### config.mk
export PLATFORM = sky130hd
export DESIGN_NAME = nv_seq_ctrl
export DESIGN_NICKNAME = d
export VERILOG_FILES = /design/src/rtl/nvc_pkg.sv /design/src/rtl/nvc_ce_filter.sv /design/src/rtl/nvc_seq_detect.sv /design/src/rtl/nvc_cycle_ctrl.sv /design/src/rtl/nv_seq_ctrl.sv
export SDC_FILE = /design/constraint.sdc
export NUM_CORES = 1
export LEC_CHECK = 0
export ABC_AREA = 1
export ABC_CLOCK_PERIOD_IN_PS = 2200
export BUFFER_PORTS_ARGS = -buffer_cell sky130_fd_sc_hd__buf_2
export CORE_MARGIN = 10
export CORE_UTILIZATION = 25
export CTS_BUF_LIST = sky130_fd_sc_hd__clkbuf_4
export DETAILED_ROUTE_END_ITERATION = 8
export PLACE_DENSITY = 0.47
export SLEW_MARGIN = 20
export SYNTH_ARGS = -nofsm -noshare
export SYNTH_HDL_FRONTEND = slang
export SYNTH_SLANG_ARGS = --single-unit
### constraint.sdc
create_clock -name clk -period 2.2 [get_ports clk]
set_clock_uncertainty 0.2 [all_clocks]
set_input_delay 0.11 -clock clk [delete_from_list [all_inputs] [get_ports clk]]
set_output_delay 0.11 -clock clk [all_outputs]
set_load 0.1 [all_outputs]
### src/rtl/nvc_pkg.sv
package nvc_pkg;

    typedef enum logic [1:0] {
        OP_IDLE   = 2'd0,
        OP_STORE  = 2'd1,
        OP_RECALL = 2'd2
    } op_e;

    localparam int unsigned SEQ_LEN = 5;

    function automatic int unsigned max3(input int unsigned a, input int unsigned b,
                                         input int unsigned c);
        int unsigned m;
        m = (a > b) ? a : b;
        return (m > c) ? m : c;
    endfunction

endpackage

### src/rtl/nvc_ce_filter.sv
module nvc_ce_filter #(
    parameter int unsigned AW      = 15,
    parameter int unsigned MIN_LOW = 2
) (
    input  logic          clk,
    input  logic          rst_n,
    input  logic          ce_n_i,
    input  logic          we_n_i,
    input  logic [AW-1:0] addr_i,
    output logic          step_o,
    output logic [AW-1:0] step_addr_o,
    output logic          step_we_ok_o
);
    localparam int unsigned LW = $clog2(MIN_LOW + 1);

    typedef struct packed {
        logic          ce_m;
        logic          ce_s;
        logic          ce_p;
        logic          we_m;
        logic          we_s;
        logic [AW-1:0] a_m;
        logic [AW-1:0] a_s;
        logic [AW-1:0] a_lat;
        logic          we_bad;
        logic [LW-1:0] low_cnt;
        logic          step;
        logic [AW-1:0] step_addr;
        logic          step_ok;
    } filt_t;

    filt_t q, d;

    always_comb begin
        d      = q;
        d.ce_m = ce_n_i;
        d.ce_s = q.ce_m;
        d.ce_p = q.ce_s;
        d.we_m = we_n_i;
        d.we_s = q.we_m;
        d.a_m  = addr_i;
        d.a_s  = q.a_m;
        d.step = 1'b0;
        if (!q.ce_s) begin
            d.a_lat = q.a_s;
            if (!q.we_s) begin
                d.we_bad = 1'b1;
            end
            if (q.low_cnt != LW'(MIN_LOW)) begin
                d.low_cnt = q.low_cnt + 1'b1;
            end
        end else if (!q.ce_p) begin
            d.step      = (q.low_cnt >= LW'(MIN_LOW));
            d.step_addr = q.a_lat;
            d.step_ok   = !q.we_bad;
            d.we_bad    = 1'b0;
            d.low_cnt   = '0;
        end
    end

    always_ff @(posedge clk or negedge rst_n) begin
        if (!rst_n) begin
            q      <= '0;
            q.ce_m <= 1'b1;
            q.ce_s <= 1'b1;
            q.ce_p <= 1'b1;
            q.we_m <= 1'b1;
            q.we_s <= 1'b1;
        end else begin
            q <= d;
        end
    end

    assign step_o       = q.step;
    assign step_addr_o  = q.step_addr;
    assign step_we_ok_o = q.step_ok;

    // a step is a single-cycle event per chip-enable rise
    p_step_single_r6: assert property (@(posedge clk) disable iff (!rst_n)
        step_o |=> !step_o);

    // the low-sample counter never passes its saturation point
    p_low_sat_r6: assert property (@(posedge clk) disable iff (!rst_n)
        q.low_cnt <= LW'(MIN_LOW));

endmodule

### src/rtl/nvc_seq_detect.sv
module nvc_seq_detect #(
    parameter int unsigned   AW          = 15,
    parameter logic [AW-1:0] ADDR1       = 15'h1A5C,
    parameter logic [AW-1:0] ADDR2       = 15'h2C33,
    parameter logic [AW-1:0] ADDR3       = 15'h0F0F,
    parameter logic [AW-1:0] ADDR4       = 15'h3A96,
    parameter logic [AW-1:0] ADDR5       = 15'h1247,
    parameter logic [AW-1:0] STORE_CODE  = 15'h7E01,
    parameter logic [AW-1:0] RECALL_CODE = 15'h0C55
) (
    input  logic          clk,
    input  logic          rst_n,
    input  logic          step_i,
    input  logic [AW-1:0] addr_i,
    input  logic          we_ok_i,
    input  logic          busy_i,
    output logic          launch_store_o,
    output logic          launch_recall_o
);
    import nvc_pkg::*;

    localparam int unsigned   CNW = $clog2(SEQ_LEN + 1);
    localparam logic [AW-1:0] SEQ [SEQ_LEN] = '{ADDR1, ADDR2, ADDR3, ADDR4, ADDR5};

    typedef struct packed {
        logic [CNW-1:0] cnt;
    } det_t;

    det_t q, d;
    logic [SEQ_LEN-1:0] hit;

    generate
        for (genvar g = 0; g < SEQ_LEN; g++) begin : g_hit
            assign hit[g] = (addr_i == SEQ[g]);
        end
    endgenerate

    always_comb begin
        d               = q;
        launch_store_o  = 1'b0;
        launch_recall_o = 1'b0;
        if (busy_i) begin
            d.cnt = '0;
        end else if (step_i) begin
            if (!we_ok_i) begin
                d.cnt = '0;
            end else if (q.cnt == CNW'(SEQ_LEN)) begin
                if (addr_i == STORE_CODE) begin
                    launch_store_o = 1'b1;
                    d.cnt          = '0;
                end else if (addr_i == RECALL_CODE) begin
                    launch_recall_o = 1'b1;
                    d.cnt           = '0;
                end else begin
                    d.cnt = hit[0] ? CNW'(1) : '0;
                end
            end else if (hit[q.cnt]) begin
                d.cnt = q.cnt + 1'b1;
            end else begin
                d.cnt = hit[0] ? CNW'(1) : '0;
            end
        end
    end

    always_ff @(posedge clk or negedge rst_n) begin
        if (!rst_n) begin
            q <= '0;
        end else begin
            q <= d;
        end
    end

    // progress never exceeds the length of the address list
    p_cnt_range_r4: assert property (@(posedge clk) disable iff (!rst_n)
        q.cnt <= CNW'(SEQ_LEN));

    // no launch request while a cycle is running
    p_no_launch_busy_r8: assert property (@(posedge clk) disable iff (!rst_n)
        busy_i |-> !(launch_store_o || launch_recall_o));

    // a running cycle leaves no partial command behind
    p_busy_clears_r8: assert property (@(posedge clk) disable iff (!rst_n)
        busy_i |=> (q.cnt == '0));

endmodule

### src/rtl/nvc_cycle_ctrl.sv
module nvc_cycle_ctrl #(
    parameter int unsigned STORE_CYCLES   = 1000000,
    parameter int unsigned RECALL_CYCLES  = 2000,
    parameter int unsigned RESTORE_CYCLES = 2000
) (
    input  logic clk,
    input  logic rst_n,
    input  logic launch_store_i,
    input  logic launch_recall_i,
    input  logic supply_good_i,
    input  logic store_inhibit_i,
    output logic busy_o,
    output logic store_o,
    output logic recall_o,
    output logic done_o,
    output logic abort_o,
    output logic dq_hiz_o
);
    import nvc_pkg::*;

    localparam int unsigned MAXD = max3(STORE_CYCLES, RECALL_CYCLES, RESTORE_CYCLES);
    localparam int unsigned CW   = $clog2(MAXD + 1);

    typedef struct packed {
        op_e           op;
        logic [CW-1:0] left;
        logic          sg_m;
        logic          sg_s;
        logic          sg_p;
        logic          si_m;
        logic          si_s;
        logic          done;
        logic          abort;
    } cyc_t;

    cyc_t q, d;
    logic sg_rise;

    assign sg_rise = q.sg_s && !q.sg_p;

    always_comb begin
        d       = q;
        d.sg_m  = supply_good_i;
        d.sg_s  = q.sg_m;
        d.sg_p  = q.sg_s;
        d.si_m  = store_inhibit_i;
        d.si_s  = q.si_m;
        d.done  = 1'b0;
        d.abort = 1'b0;
        unique case (q.op)
            OP_IDLE: begin
                if (sg_rise) begin
                    d.op   = OP_RECALL;
                    d.left = CW'(RESTORE_CYCLES - 1);
                end else if (launch_store_i) begin
                    d.op   = OP_STORE;
                    d.left = CW'(STORE_CYCLES - 1);
                end else if (launch_recall_i) begin
                    d.op   = OP_RECALL;
                    d.left = CW'(RECALL_CYCLES - 1);
                end
            end
            OP_STORE: begin
                if (q.si_s) begin
                    d.op    = OP_IDLE;
                    d.left  = '0;
                    d.abort = 1'b1;
                end else if (q.left == '0) begin
                    d.op   = OP_IDLE;
                    d.done = 1'b1;
                end else begin
                    d.left = q.left - 1'b1;
                end
            end
            OP_RECALL: begin
                if (q.left == '0) begin
                    d.op   = OP_IDLE;
                    d.done = 1'b1;
                end else begin
                    d.left = q.left - 1'b1;
                end
            end
            default: begin
                d.op   = OP_IDLE;
                d.left = '0;
            end
        endcase
    end

    always_ff @(posedge clk or negedge rst_n) begin
        if (!rst_n) begin
            q    <= '0;
            q.op <= OP_IDLE;
        end else begin
            q <= d;
        end
    end

    assign busy_o   = (q.op != OP_IDLE);
    assign store_o  = (q.op == OP_STORE);
    assign recall_o = (q.op == OP_RECALL);
    assign done_o   = q.done;
    assign abort_o  = q.abort;
    assign dq_hiz_o = (q.op != OP_IDLE);

    // done marks the cycle in which busy has just fallen
    p_done_at_end_r7: assert property (@(posedge clk) disable iff (!rst_n)
        done_o |-> ($past(busy_o) && !busy_o));

    // a STORE ends with exactly one of done or abort
    p_store_end_flag_r7: assert property (@(posedge clk) disable iff (!rst_n)
        ($past(store_o) && !store_o) |-> (done_o != abort_o));

    // an abort only follows a STORE
    p_abort_from_store_r9: assert property (@(posedge clk) disable iff (!rst_n)
        abort_o |-> $past(store_o));

    // a RECALL always finishes with done
    p_recall_completes_r9: assert property (@(posedge clk) disable iff (!rst_n)
        ($past(recall_o) && !recall_o) |-> done_o);

endmodule

### src/rtl/nv_seq_ctrl.sv
module nv_seq_ctrl #(
    parameter int unsigned   AW             = 15,
    parameter int unsigned   MIN_LOW        = 2,
    parameter int unsigned   STORE_CYCLES   = 1000000,
    parameter int unsigned   RECALL_CYCLES  = 2000,
    parameter int unsigned   RESTORE_CYCLES = 2000,
    parameter logic [AW-1:0] ADDR1          = 15'h1A5C,
    parameter logic [AW-1:0] ADDR2          = 15'h2C33,
    parameter logic [AW-1:0] ADDR3          = 15'h0F0F,
    parameter logic [AW-1:0] ADDR4          = 15'h3A96,
    parameter logic [AW-1:0] ADDR5          = 15'h1247,
    parameter logic [AW-1:0] STORE_CODE     = 15'h7E01,
    parameter logic [AW-1:0] RECALL_CODE    = 15'h0C55
) (
    input  logic          clk,
    input  logic          rst_n,
    input  logic          ce_n_i,
    input  logic          we_n_i,
    input  logic [AW-1:0] addr_i,
    input  logic          supply_good_i,
    input  logic          store_inhibit_i,
    output logic          busy_o,
    output logic          store_o,
    output logic          recall_o,
    output logic          done_o,
    output logic          abort_o,
    output logic          dq_hiz_o
);
    logic          step;
    logic [AW-1:0] step_addr;
    logic          step_we_ok;
    logic          launch_store;
    logic          launch_recall;

    nvc_ce_filter #(
        .AW      (AW),
        .MIN_LOW (MIN_LOW)
    ) u_filter (
        .clk          (clk),
        .rst_n        (rst_n),
        .ce_n_i       (ce_n_i),
        .we_n_i       (we_n_i),
        .addr_i       (addr_i),
        .step_o       (step),
        .step_addr_o  (step_addr),
        .step_we_ok_o (step_we_ok)
    );

    nvc_seq_detect #(
        .AW          (AW),
        .ADDR1       (ADDR1),
        .ADDR2       (ADDR2),
        .ADDR3       (ADDR3),
        .ADDR4       (ADDR4),
        .ADDR5       (ADDR5),
        .STORE_CODE  (STORE_CODE),
        .RECALL_CODE (RECALL_CODE)
    ) u_detect (
        .clk             (clk),
        .rst_n           (rst_n),
        .step_i          (step),
        .addr_i          (step_addr),
        .we_ok_i         (step_we_ok),
        .busy_i          (busy_o),
        .launch_store_o  (launch_store),
        .launch_recall_o (launch_recall)
    );

    nvc_cycle_ctrl #(
        .STORE_CYCLES   (STORE_CYCLES),
        .RECALL_CYCLES  (RECALL_CYCLES),
        .RESTORE_CYCLES (RESTORE_CYCLES)
    ) u_cycle (
        .clk             (clk),
        .rst_n           (rst_n),
        .launch_store_i  (launch_store),
        .launch_recall_i (launch_recall),
        .supply_good_i   (supply_good_i),
        .store_inhibit_i (store_inhibit_i),
        .busy_o          (busy_o),
        .store_o         (store_o),
        .recall_o        (recall_o),
        .done_o          (done_o),
        .abort_o         (abort_o),
        .dq_hiz_o        (dq_hiz_o)
    );

    // a launch request only reaches an idle controller
    p_launch_idle_r2: assert property (@(posedge clk) disable iff (!rst_n)
        (launch_store || launch_recall) |-> !busy_o);

    // the two launch requests never coincide
    p_launch_excl_r3: assert property (@(posedge clk) disable iff (!rst_n)
        !(launch_store && launch_recall));

endmodule

* Word-level counts from Yosys, hierarchy flattened
Cells that the tools add are included.
** Cells by class
- Bitwise logic cells :: 1
- Reductions and logical operators :: 11
- Order comparisons :: 2
- Mux-type cells :: 38
- $add $sub $neg :: 3
- Equal/unequal tests :: 14
** Operators with widths (number)
- 22-bit two-way mux :: 4
- 22-bit one-hot mux with 3 select lines :: 1
- 20-bit two-way mux :: 2
- 15-bit by 12-bit == test with 1-bit output, second input constant :: 2
- 15-bit by 13-bit == test with 1-bit output, second input constant :: 2
- 15-bit by 14-bit == test with 1-bit output, second input constant :: 2
- 3-bit two-way mux :: 8
- 20-bit zero test :: 1
- 20-bit by 1-bit subtractor with 20-bit output, second input constant :: 1
- 1-bit two-way mux :: 18
- 17-bit two-way mux :: 1
- 15-bit == test, second input constant :: 1
- 2-bit AND reduction :: 3
- 2-bit nonzero test :: 3
- 3-bit by 4-bit less-than comparator with 1-bit output, second input constant :: 1
- 2-bit two-way mux :: 2
- 2-bit != test, second input constant :: 2
- 4-bit by 3-bit != test with 1-bit output, second input constant :: 1
- 3-bit by 1-bit adder with 3-bit output, second input constant :: 1
- 1-bit binary-select mux with 3-bit select :: 1
- 3-bit == test, second input constant :: 1
- 2-bit by 1-bit adder with 2-bit output, second input constant :: 1
- 2-bit by 1-bit == test with 1-bit output, second input constant :: 1
- 2-bit == test, second input constant :: 1
- 7 further kinds :: 8
** Word-level totals
- Input port bits :: 21
- Logic and storage cells :: 92
- Flip-flop bits (word level) :: 102

* Longest topological paths before layout
Gate-level depths: netlist of the first run.
- Word-level depth :: 11
- Depth in mapped cells :: 13
- Gate-level depth less buffers :: 12

* Cells and area by module
From an unflattened synthesis of the first run, not the netlist that was laid out.
** Unflattened totals
- Cells, all modules :: 576
- Area, all modules :: 4890.9 µm²
** Modules (own cells, without submodules)
- nvc_ce_filter :: area each 2383.5 µm², sequential area each 1757.9 µm², cells an instance 196, times used 1
- nvc_cycle_ctrl :: area each 1850.5 µm², sequential area each 725.7 µm², cells an instance 258, times used 1
- nvc_seq_detect :: area each 656.9 µm², sequential area each 75.1 µm², cells an instance 122, times used 1

* Least setup slack after synthesis of the first run
Ideal clock, no wire load.
- Path kind :: reg-to-reg
- From :: reg u_cycle.q[27] (netlist bit)
- To :: reg u_cycle.q[21] (netlist bit)
- Stages on the path, launching flop included :: 10
- Period minus slack after synthesis :: 2417 ps
- Required time :: 1866 ps
- Arrival :: 2084 ps
- Path buffers :: 1
- Setup slack :: -217 ps
- Setup time :: 134 ps
- Path through :: dfrtp_1 -> inv_1 -> ha_1 -> inv_1 -> nor2_1 -> nand2_4 -> inv_2 -> buf_2 -> nand2_1 -> nand3_1
** Between the ends
- Longest elaborated chain between the ends :: 5
- Elaborated cells between the ends (all ways) :: 10
- Classes of those cells :: eq/ne (3); mux (5); reduce/logical (2)
** RTL lines
- start: declaration :: line nvc_cycle_ctrl.sv:36 : cyc_t q, d;
- 2-bit nonzero test (*) :: line nvc_cycle_ctrl.sv:99 : assign busy_o = (q.op != OP_IDLE);
- via busy_o :: line nv_seq_ctrl.sv:22 : output logic busy_o,
- 1-bit two-way mux :: line nvc_seq_detect.sv:42 : if (busy_i) begin
- 22-bit two-way mux :: line nvc_cycle_ctrl.sv:55 : end else if (launch_store_i) begin
- 22-bit two-way mux :: line nvc_cycle_ctrl.sv:52 : if (sg_rise) begin
- 22-bit one-hot mux with 3 select lines :: line nvc_cycle_ctrl.sv:50 : unique case (q.op)
The timed path passes the listed nets; every way through them passes the cells marked *.
A chain may end at the register's enable or synchronous reset.

* Final worst setup path of the first run
- From :: reg u_cycle.q[27] (netlist bit)
- To :: out busy_o
** Between the ends
- Longest elaborated chain between the ends :: 1
** RTL lines (line)
- 2-bit nonzero test :: nvc_cycle_ctrl.sv:99
- end: declaration :: nv_seq_ctrl.sv:22
No other way between the ends.

==> results.tsv, run 1 <==
metric	value	unit
status	finished clean	
Cells on Worst Hold Path	2	
main combinational cell family by area after synthesis	simple AND/OR/NAND/NOR gates	
initial antenna violation count	1	
worst setup path category	flop to output pin	
leak pwr	2.69	nW
reg2reg setup slack	0.14	ns
maximum clock frequency	0.471	GHz
Synth top area share	52.7	%
final WL	10.2	mm
Hold WS	0.0489	ns
Simple-Gate Fraction of Synth Area	28.3	%
most common cell in the netlist	nand2_1	
multi-input logic area	1810	um2
fillers	1923	
Place WS	0.118	ns
Reg clk slew, reported paths	0.18	ns
Layout Utilization	30.6	%
Crit-path slowest cell	dfrtp_1	
crit path capture type	output pin	
CP arrival	1.81	ns
maximum clock insertion buffer count	2	
DIE AREA	24300	um2
beginning of the critical path	u_cycle.q[27]	
Distinct cells, synth	34	
layout cells sized above 1	14.8	%
hold_sp	addr_i[7]	
first drt pass iteration count	4	
vias in the first global route	3737	
gpl congestion	0.877	
Net Count, Synth	573	
synth warn	0	
port bufs	26	
#FFs+latches synth	102	
Final #Nets	639	
Placement Cell Area	5080	um2
Core Area	18000	um2
critical path peak fanout	7	
Die Span X	156	um
Worst R2R End	u_cycle.q[28]	
largest net degree at the start of global routing	35	
Post-Synth XOR/XNOR Area	2.66	%
first-pass GRT wire length	17.7	mm
CTS tree	done	
Max-slew headroom	66.8	%
Area contributors post-synth	dfrtp_1 (53%), nand2_1 (14%), nor2_1 (5.1%)	
maximum vdd drop	0.373	mV
GRT overflow	0	
worst-margin pin slew	0.502	ns
die height	156	um
ANT nets after route	0	
area leader, netlist	dfrtp_1	
Netlist Area Pre-Place	4610	um2
CTS Buf Count	9	
crit start category	flop	
via/cell ratio	4.29	
# rows	49	
Async S/R FF share, synth	100	%
register area	2560	um2
worst setup path end	busy_o	
GRT Overall Usage	8.86	%
Most used DFF post-synth	dfrtp_1	
Top delay family on crit path	buffers and inverters	
# IOs	27	
1st-iter DRT viols	249	
Final Critical Period	2.12	ns
PD cells	908	nW/um2
RSZ-0062 raised after global routing	yes	
cell area after layout	5520	um2
Vias	3624	
setup_tns	0	ns
Slowest Stage Delay on Critical Path	0.45	ns
Worst EP required	1.89	ns
area grow syn2layout	19.8	%
instance count on the critical path	4	
max cap viols	0	
DRC violation count after routing	0	
EDFF count, synth	0	
Mean Syn Cell Area	8.49	um2
Critical R2R Launch	u_detect.q[1]	
Synth Area in Compound Gates	5.18	%
initial core utilization	25.6	%
Bufs and invs on worst path	3	
multiplexer share of the synthesized area	0	%
Root Buffer	clkbuf_4	
clk sinks	102	
post-DP HPWL	7.45	mm
number of H-tree levels	3	
final setup fails	0	
final hold vios	0	
Post-Synth Adder-Cell Area	2.44	%
Pins Over Slew Limit	0	
Seq/Total Area, Yosys	55.5	%
FF-to-FF path depth	10	
period utilization	96.5	%
WL/cell	12.1	um
Synth top cells by count	nand2_1 (174), dfrtp_1 (97), nor2_1 (63)	
Skew-Pair Late Insertion Delay	0.48	ns
Syn Inst Count	543	
setup ws final	0.0776	ns
CP cell instances	inv_2, ha_4, clkinvlp_4, buf_2	
hold crit path type	input pin to flop	
==> registers in the layout (all words and copies together) (netlist names) <==
name and count:
u_cycle.done_o 1, u_cycle.abort_o 1, u_filter.q 35, u_filter.step_o 1
u_cycle.q 24, u_filter.d 18, u_detect.q 3, u_filter.step_we_ok_o 1
u_cycle.d 3, u_filter.step_addr_o 15
==> worst min path at each step <==
stage	slack, ns	endpoint
after floorplan	-0.39	u_cycle.abort_o
after global placement	-0.07	u_filter.d[39]
after detailed placement	-0.07	u_filter.d[36]
after CTS	0.002	u_filter.d[40]
after global routing	0.008	u_filter.d[41]
final	0.05	u_filter.d[42]
==> cell type report <==
class | instances | area share, %
Antenna cell | 1 | 0.0453
Tap cell | 229 | 5.19
Clock buffer | 10 | 1.36
Clock inverter | 6 | 1.09
Inverter | 61 | 4.21
Timing Repair Buffer | 63 | 9.01
Sequential cell | 102 | 46.3
Multi-Input combinational cell | 372 | 32.8
==> layer usage <==
metal	vias to the layer above	GRT usage, %	part of all wire (%)
met4	0	3.52	1.6
met3	12	2.34	4.7
met2	78	14.3	47
met1	1699	11.0	47
met5	-	0	0
li1	1835	-	-
==> kinds of logic (layout without fill, tap and decap cells) <==
group,count (synthesis),after routing
xor+xnor,14,14
simple gates,307,307
buf+inv,69,140
fa+ha+maj,9,9
compound gates,42,42
flops,102,102
other cells,0,1
==> placed cells by master (no fill, tap or decap), types with 2 or more instances in the layout <==
master	instances
nand3_2	2
inv_1	55
o21bai_1	5
a21oi_1	5
clkbuf_4	11
ha_1	6
o21ai_0	26
nor2_2	6
buf_2	24
inv_8	3
inv_6	2
dlygate4sd3_1	24
nand2_4	2
o211ai_1	2
nor4_1	4
nand3_1	30
inv_2	5
nand4_1	5
nor3_1	11
nor2_4	2
nand2_2	2
dfrtp_1	96
dfstp_2	5
xor2_1	12
nand2_1	174
xnor2_1	2
nor2_1	61
buf_4	12
nor3_2	2
buf_12	2
or2_2	4
ha_2	2
==> per-stage QoR <==
stage / instances / total power [mW]
global route: 844 / 5.40
CTS: 837 / 5.04
global placement: 798 / 3.99
floorplan: 543 / 3.57
detailed placement: 798 / 4.00
finish: 844 / 5.01
==> what timing repair did <==
action                                 CTS  global route
endpoints found under the hold margin  121             2
resized for setup                        0             4
hold buffers                            23             2
setup buffers                            0             4
setup endpoints to repair                0            20
==> power breakdown <==
group | leakage, nW | total, mW | switching [mW] | internal (mW)
Clock | 0.0773 | 0.980 | 0.700 | 0.280
Combinational | 1.37 | 1.73 | 1.18 | 0.548
Sequential | 1.25 | 2.31 | 0.189 | 2.12
No activity file was read; power rests on OpenSTA's default activity.
==> inputs of run 2 (changes only) <==
--- a/config.mk
+++ b/config.mk
@@ -13,6 +13,7 @@
 export CTS_BUF_LIST = sky130_fd_sc_hd__clkbuf_4
 export DETAILED_ROUTE_END_ITERATION = 8
 export PLACE_DENSITY = 0.47
+export REMOVE_ABC_BUFFERS = 1
 export SLEW_MARGIN = 20
 export SYNTH_ARGS = -nofsm -noshare
 export SYNTH_HDL_FRONTEND = slang
==> results.tsv, run 2 (same netlist as run 1, synthesis figures left out) <==
metric	value	unit	change
maximum vdd drop	0.374	mV	+0.39%
Slowest Stage Delay on Critical Path	0.43	ns	-0.02 ns
most common cell after layout, fill and taps aside	nand2_1		
max cap viols	0		unchanged
Layout Utilization	31.0	%	+0.39 points
crit start category	flop		
post-DP HPWL	7.13	mm	-4.2%
CP arrival	1.79	ns	-0.02 ns
Vias	3573		-1.4%
clk sinks	102		unchanged
port bufs	26		unchanged
Worst path most repeated cell	inv_1		
first-pass GRT wire length	16.5	mm	-6.7%
maximum clock frequency	0.477	GHz	+1.3%
Max-slew headroom	67.5	%	+0.70 points
leak pwr	2.73	nW	+1.3%
final WL	9.69	mm	-4.8%
final non-filler cell total	848		+0.47%
crit path capture type	output pin		
Top reg by flops	u_filter.q		
Crit-path slowest cell	dfrtp_1		
Pins Over Slew Limit	0		unchanged
Final Critical Period	2.10	ns	-0.0267 ns
initial antenna violation count	1		unchanged
Worst EP required	1.89	ns	about the same
DIE AREA	24300	um2	unchanged
# rows	49		unchanged
area grow syn2layout	21.4	%	
die height	156	um	unchanged
final setup fails	0		unchanged
status	finished clean		
DRC violation count after routing	0		unchanged
RSZ-0062 raised after global routing	yes		
Root Buffer	clkbuf_4		
worst setup path category	flop to output pin		
layout cells sized above 1	13.3	%	-1.6 points
critical path peak fanout	7		unchanged
gpl congestion	0.905		+3.2%
most frequent cells in the layout	nand2_1 (174), dfrtp_1 (96), nor2_1 (62)		
first drt pass iteration count	4		unchanged
via/cell ratio	4.21		-1.9%
GRT Overall Usage	8.33	%	-0.53 points
vias in the first global route	3496		-6.4%
CTS tree	done		
setup_tns	0	ns	unchanged
initial core utilization	25.6	%	unchanged
Skew-Pair Late Insertion Delay	0.50	ns	+0.02 ns
Final #Nets	643		+0.63%
GRT overflow	0		unchanged
Core Area	18000	um2	unchanged
final hold vios	0		unchanged
WL/cell	11.4	um	-5.3%
hold crit path type	input pin to flop		
Cells after DPL	797		-0.13%
period utilization	95.3	%	-1.2 points
worst-margin pin slew	0.491	ns	-0.0105 ns
max FFs per register	35		unchanged
CP cell instances	inv_1, ha_1, inv_1, clkbuf_4		
1st-iter DRT viols	198		-20%
ANT nets after route	0		unchanged
Reg clk slew, reported paths	0.19	ns	about the same
# IOs	27		unchanged
PD cells	901	nW/um2	-0.81%
largest net degree at the start of global routing	39		+11%
CTS Buf Count	9		unchanged
number of H-tree levels	3		unchanged
Die Span X	156	um	unchanged
maximum clock insertion buffer count	2		unchanged
run 2: changes by cell type in the layout (fill, tap and decap cells not counted), sizes merged:
cell,previous run,this run
buf,38,34
clkinvlp,1,0
dlygate4sd3,24,31
clkinv,1,4
inv,65,64
run 2: final cells by class:
class / instances / area [um2]
multi-input combinational: 372 / 1800
antenna: 1 / 2.50
clock inverter: 7 / 104
clock buffer: 9 / 67.6
fill: 1921 / 12400
timing repair buffer: 67 / 548
sequential: 102 / 2560
inverter: 61 / 229
tap: 229 / 287
run 2: what timing repair did:
action,in CTS,in global routing
buffers inserted,0,2
pin swaps,0,2
hold endpoints to repair,119,3
setup endpoints to repair,2,14
hold buffers,29,3
resized for setup,0,8
run 2: worst paths after layout:
| path | start | end | slack, ns | cells past startpoint |
|---|---|---|---|---|
| max | u_cycle.q[27] | busy_o | 0.10 | 4 |
| max reg2reg | u_detect.q[1] | u_cycle.q[7] | 0.18 | 10 |
| min in group asynchronous | rst_n | u_filter.d[68] | 0.47 | 3 |
| max in group asynchronous | rst_n | u_filter.q[65] | 0.98 | 4 |
| min | we_n_i | u_filter.d[65] | 0.04 | 2 |
| min reg2reg | u_filter.d[49] | u_filter.q[49] | 0.17 | 0 |
run 2: critical path, delay by kind of cell (launching register included):
family / cells / cell delay, ns
flops: 1 / 0.43
buf+inv: 3 / 0.65
fa+ha+maj: 1 / 0.21
run 2: through the flow:
step	setup slack, ns	power, mW	hold WS [ns]	area, um2
floorplan	-0.853	3.48	-0.386	4560
global placement	0.210	3.92	-0.117	5050
detailed placement	0.156	3.94	-0.114	5050
CTS	-0.0411	5.09	0.00117	5520
global route	-0.0444	5.41	0.000584	5590
finish	0.104	5.04	0.0372	5590
run 2: layer usage:
layer  wire, um  track usage (%)  vias to the layer above  share of wire (%)
met5          0                0                        -                  0
met4        175             3.30                        0                1.8
met3        343             2.40                       14                3.5
met2       4540             13.3                       57                 47
met1       4630             10.3                     1668                 48
li1           -                -                     1834                  -
run 2: report_power, final:
group	total, mW	internal [mW]	leakage, nW	switching (mW)
combinational	1.65	0.520	1.39	1.13
sequential	2.31	2.12	1.25	0.194
clock	1.07	0.301	0.0884	0.770
==> inputs of run 3 (changes only) <==
--- a/config.mk
+++ b/config.mk
@@ -12,9 +12,11 @@
 export CORE_UTILIZATION = 25
 export CTS_BUF_LIST = sky130_fd_sc_hd__clkbuf_4
 export DETAILED_ROUTE_END_ITERATION = 8
-export PLACE_DENSITY = 0.47
+export GPL_ROUTABILITY_DRIVEN = 0
+export PLACE_DENSITY = 0.46
 export REMOVE_ABC_BUFFERS = 1
 export SLEW_MARGIN = 20
 export SYNTH_ARGS = -nofsm -noshare
 export SYNTH_HDL_FRONTEND = slang
+export SYNTH_HIERARCHICAL = 1
 export SYNTH_SLANG_ARGS = --single-unit
==> results.tsv, run 3 <==
metric	value	unit	change
first-pass GRT wire length	19.0	mm	+15%
DRC violation count after routing	0		unchanged
fillers	2016		+4.9%
1st-iter DRT viols	242		+22%
Root Buffer	clkbuf_4		
CTS tree	done		
final hold vios	0		unchanged
#FFs+latches synth	102		unchanged
Mean Syn Cell Area	8.49	um2	about the same
FF-to-FF path depth	11		+1
Max-slew headroom	67.4	%	-0.070 points
reg2reg setup slack	-0.001	ns	-0.18 ns
Final Critical Period	2.20	ns	+0.105 ns
Syn Inst Count	576		+6.1%
post-DP HPWL	7.79	mm	+9.2%
initial core utilization	25.3	%	-0.28 points
final WL	10.9	mm	+13%
Pins Over Slew Limit	0		unchanged
WL/cell	11.6	um	+1.1%
Synth top cells by count	nand2_1 (173), dfrtp_1 (97), inv_1 (61)		
failing checks	negative setup slack		
Worst Hold Path EP	u_filter/d[46]		
Worst EP required	2.43	ns	+0.54 ns
vias in the first global route	4013		+15%
final non-filler cell total	947		+12%
Cells after DPL	894		+12%
die height	160	um	+2.6%
RSZ-0062 raised after global routing	yes		
Area contributors post-synth	dfrtp_1 (50%), nand2_1 (13%), nand3_1 (5.1%)		
DIE AREA	25600	um2	+5.3%
worst setup path category	flop to flop		
Layout Utilization	32.5	%	+1.5 points
leak pwr	3.10	nW	+14%
setup ws final	-0.00114	ns	-0.105 ns
maximum clock frequency	0.454	GHz	-4.8%
Placement Cell Area	5570	um2	+10%
Final #Nets	705		+9.6%
Synth top area share	49.6	%	-3.0 points
clk sinks	102		unchanged
max FFs per register	35		unchanged
crit start category	flop		
number of H-tree levels	3		unchanged
total power	5.50	mW	+9.2%
multi-input logic area	2040	um2	+14%
port bufs	26		unchanged
CTS Buf Count	9		unchanged
# IOs	27		unchanged
GRT overflow	0		unchanged
Die Span X	160	um	+2.6%
hold crit path type	input pin to flop		
Worst R2R End	u_cycle/q[21]		
area leader, netlist	dfrtp_1		
critical path peak fanout	7		unchanged
maximum clock insertion buffer count	2		unchanged
first drt pass iteration count	4		unchanged
crit path capture type	flop		
area grow syn2layout	28.6	%	
synth warn	6		+6
Most used DFF post-synth	dfrtp_1		
most common cell in the netlist	nand2_1		
setup_tns	-0.00114	ns	-0.00114 ns
via/cell ratio	4.15		-1.5%
PD cells	874	nW/um2	-2.9%
status	finished with violations		
hold_sp	addr_i[11]		
ANT nets after route	0		unchanged
Cells on Worst Hold Path	2		unchanged
worst-margin pin slew	0.492	ns	+0.00106 ns
Async S/R FF share, synth	100	%	unchanged
Seq/Total Area, Yosys	52.3	%	-3.2 points
Reg clk slew, reported paths	0.18	ns	about the same
Distinct cells, synth	39		+15%
Top reg by flops	u_filter/q		
# rows	51		+4.1%
Vias	3929		+10%
Skew-Pair Late Insertion Delay	0.48	ns	-0.02 ns
Netlist Area Pre-Place	4890	um2	+6.1%
CP arrival	2.43	ns	+0.64 ns
Hold WS	0.0428	ns	+0.00558 ns
Core Area	19300	um2	+7.3%
Place WS	-0.193	ns	-0.349 ns
initial antenna violation count	1		unchanged
EDFF count, synth	0		unchanged
period utilization	100	%	+4.8 points
layout cells sized above 1	27.9	%	+15 points
largest net degree at the start of global routing	38		-2.6%
GRT Overall Usage	8.82	%	+0.50 points
Critical R2R Launch	u_filter/step_addr_o[5]		
final setup fails	1		+1
cell area after layout	6290	um2	+12%
most common cell after layout, fill and taps aside	nand2_1		
maximum vdd drop	0.256	mV	-32%
max cap viols	0		unchanged
most frequent cells in the layout	nand2_1 (169), dfrtp_1 (96), buf_4 (58)		
register area	2560	um2	unchanged
==> run 3: power by group <==
| group | total, mW | leakage (nW) | internal, mW | switching [mW] |
|---|---|---|---|---|
| sequential | 2.34 | 1.25 | 2.12 | 0.221 |
| clock | 0.995 | 0.0805 | 0.274 | 0.721 |
| combinational | 2.16 | 1.77 | 0.825 | 1.34 |
==> run 3: cells by family after synthesis <==
logic type	after synthesis	share of synthesized area, %
AND/OR/NAND/NOR	324	30.2
buffers and inverters	101	10.1
flip-flops	102	52.3
XOR/XNOR	1	0.179
adder cells (fa/ha/maj)	8	2.05
AO/OA/AOI/OAI	40	5.14
==> run 3: cell type report <==
type | count | share of cell area (%)
Sequential cell | 102 | 40.7
Multi-Input combinational cell | 373 | 32.4
Timing Repair Buffer | 115 | 14.8
Tap cell | 265 | 5.27
Inverter | 75 | 4.55
Clock inverter | 7 | 1.19
Clock buffer | 9 | 1.07
Antenna cell | 1 | 0.0398
==> run 3: timing repair <==
| item | CTS | global route |
|---|---|---|
| buffers inserted | 5 | 1 |
| endpoints found under the hold margin | 121 | 0 |
| pin swaps | 2 | 27 |
| hold buffers | 29 | 0 |
| setup endpoints to repair | 22 | 22 |
| gates resized for setup | 10 | 37 |
| cloned | 0 | 1 |
==> run 3: worst max-delay path: stages, from the launching register on <==
cell,delay [ns]
dfrtp_1,0.43
buf_4,0.14
nor2_1,0.22
nand2_2,0.13
nor4b_4,0.23
nor2_2,0.07
nand3_2,0.10
nand2_4,0.07
nor2_4,0.18
clkbuf_16,0.20
nand4_1,0.08
nand3_1,0.09
==> run 3: worst max-delay path by stage <==
stage | from | end | slack, ns | cells after the start
after detailed placement | u_cycle/q[27] | u_cycle/q[26] | -0.19 | 13
after CTS | u_filter/step_addr_o[2] | u_cycle/q[18] | -0.02 | 10
final | u_filter/step_addr_o[5] | u_cycle/q[21] | -0.001 | 11
after global routing | u_cycle/q[28] | u_cycle/q[9] | -0.15 | 15
after floorplan | u_cycle/q[27] | u_cycle/q[9] | -1.41 | 14
after global placement | u_filter/step_addr_o[2] | u_cycle/q[23] | -0.12 | 13
==> run 3: layer usage <==
metal  vias up  global-route usage, %  part of all wire, %
li1       2004                      -                    -
met1      1845                   11.6                   49
met2        65                   13.7                   46
met3        15                   1.90                  3.1
met4         0                   3.84                  1.8
met5         -                      0                    0
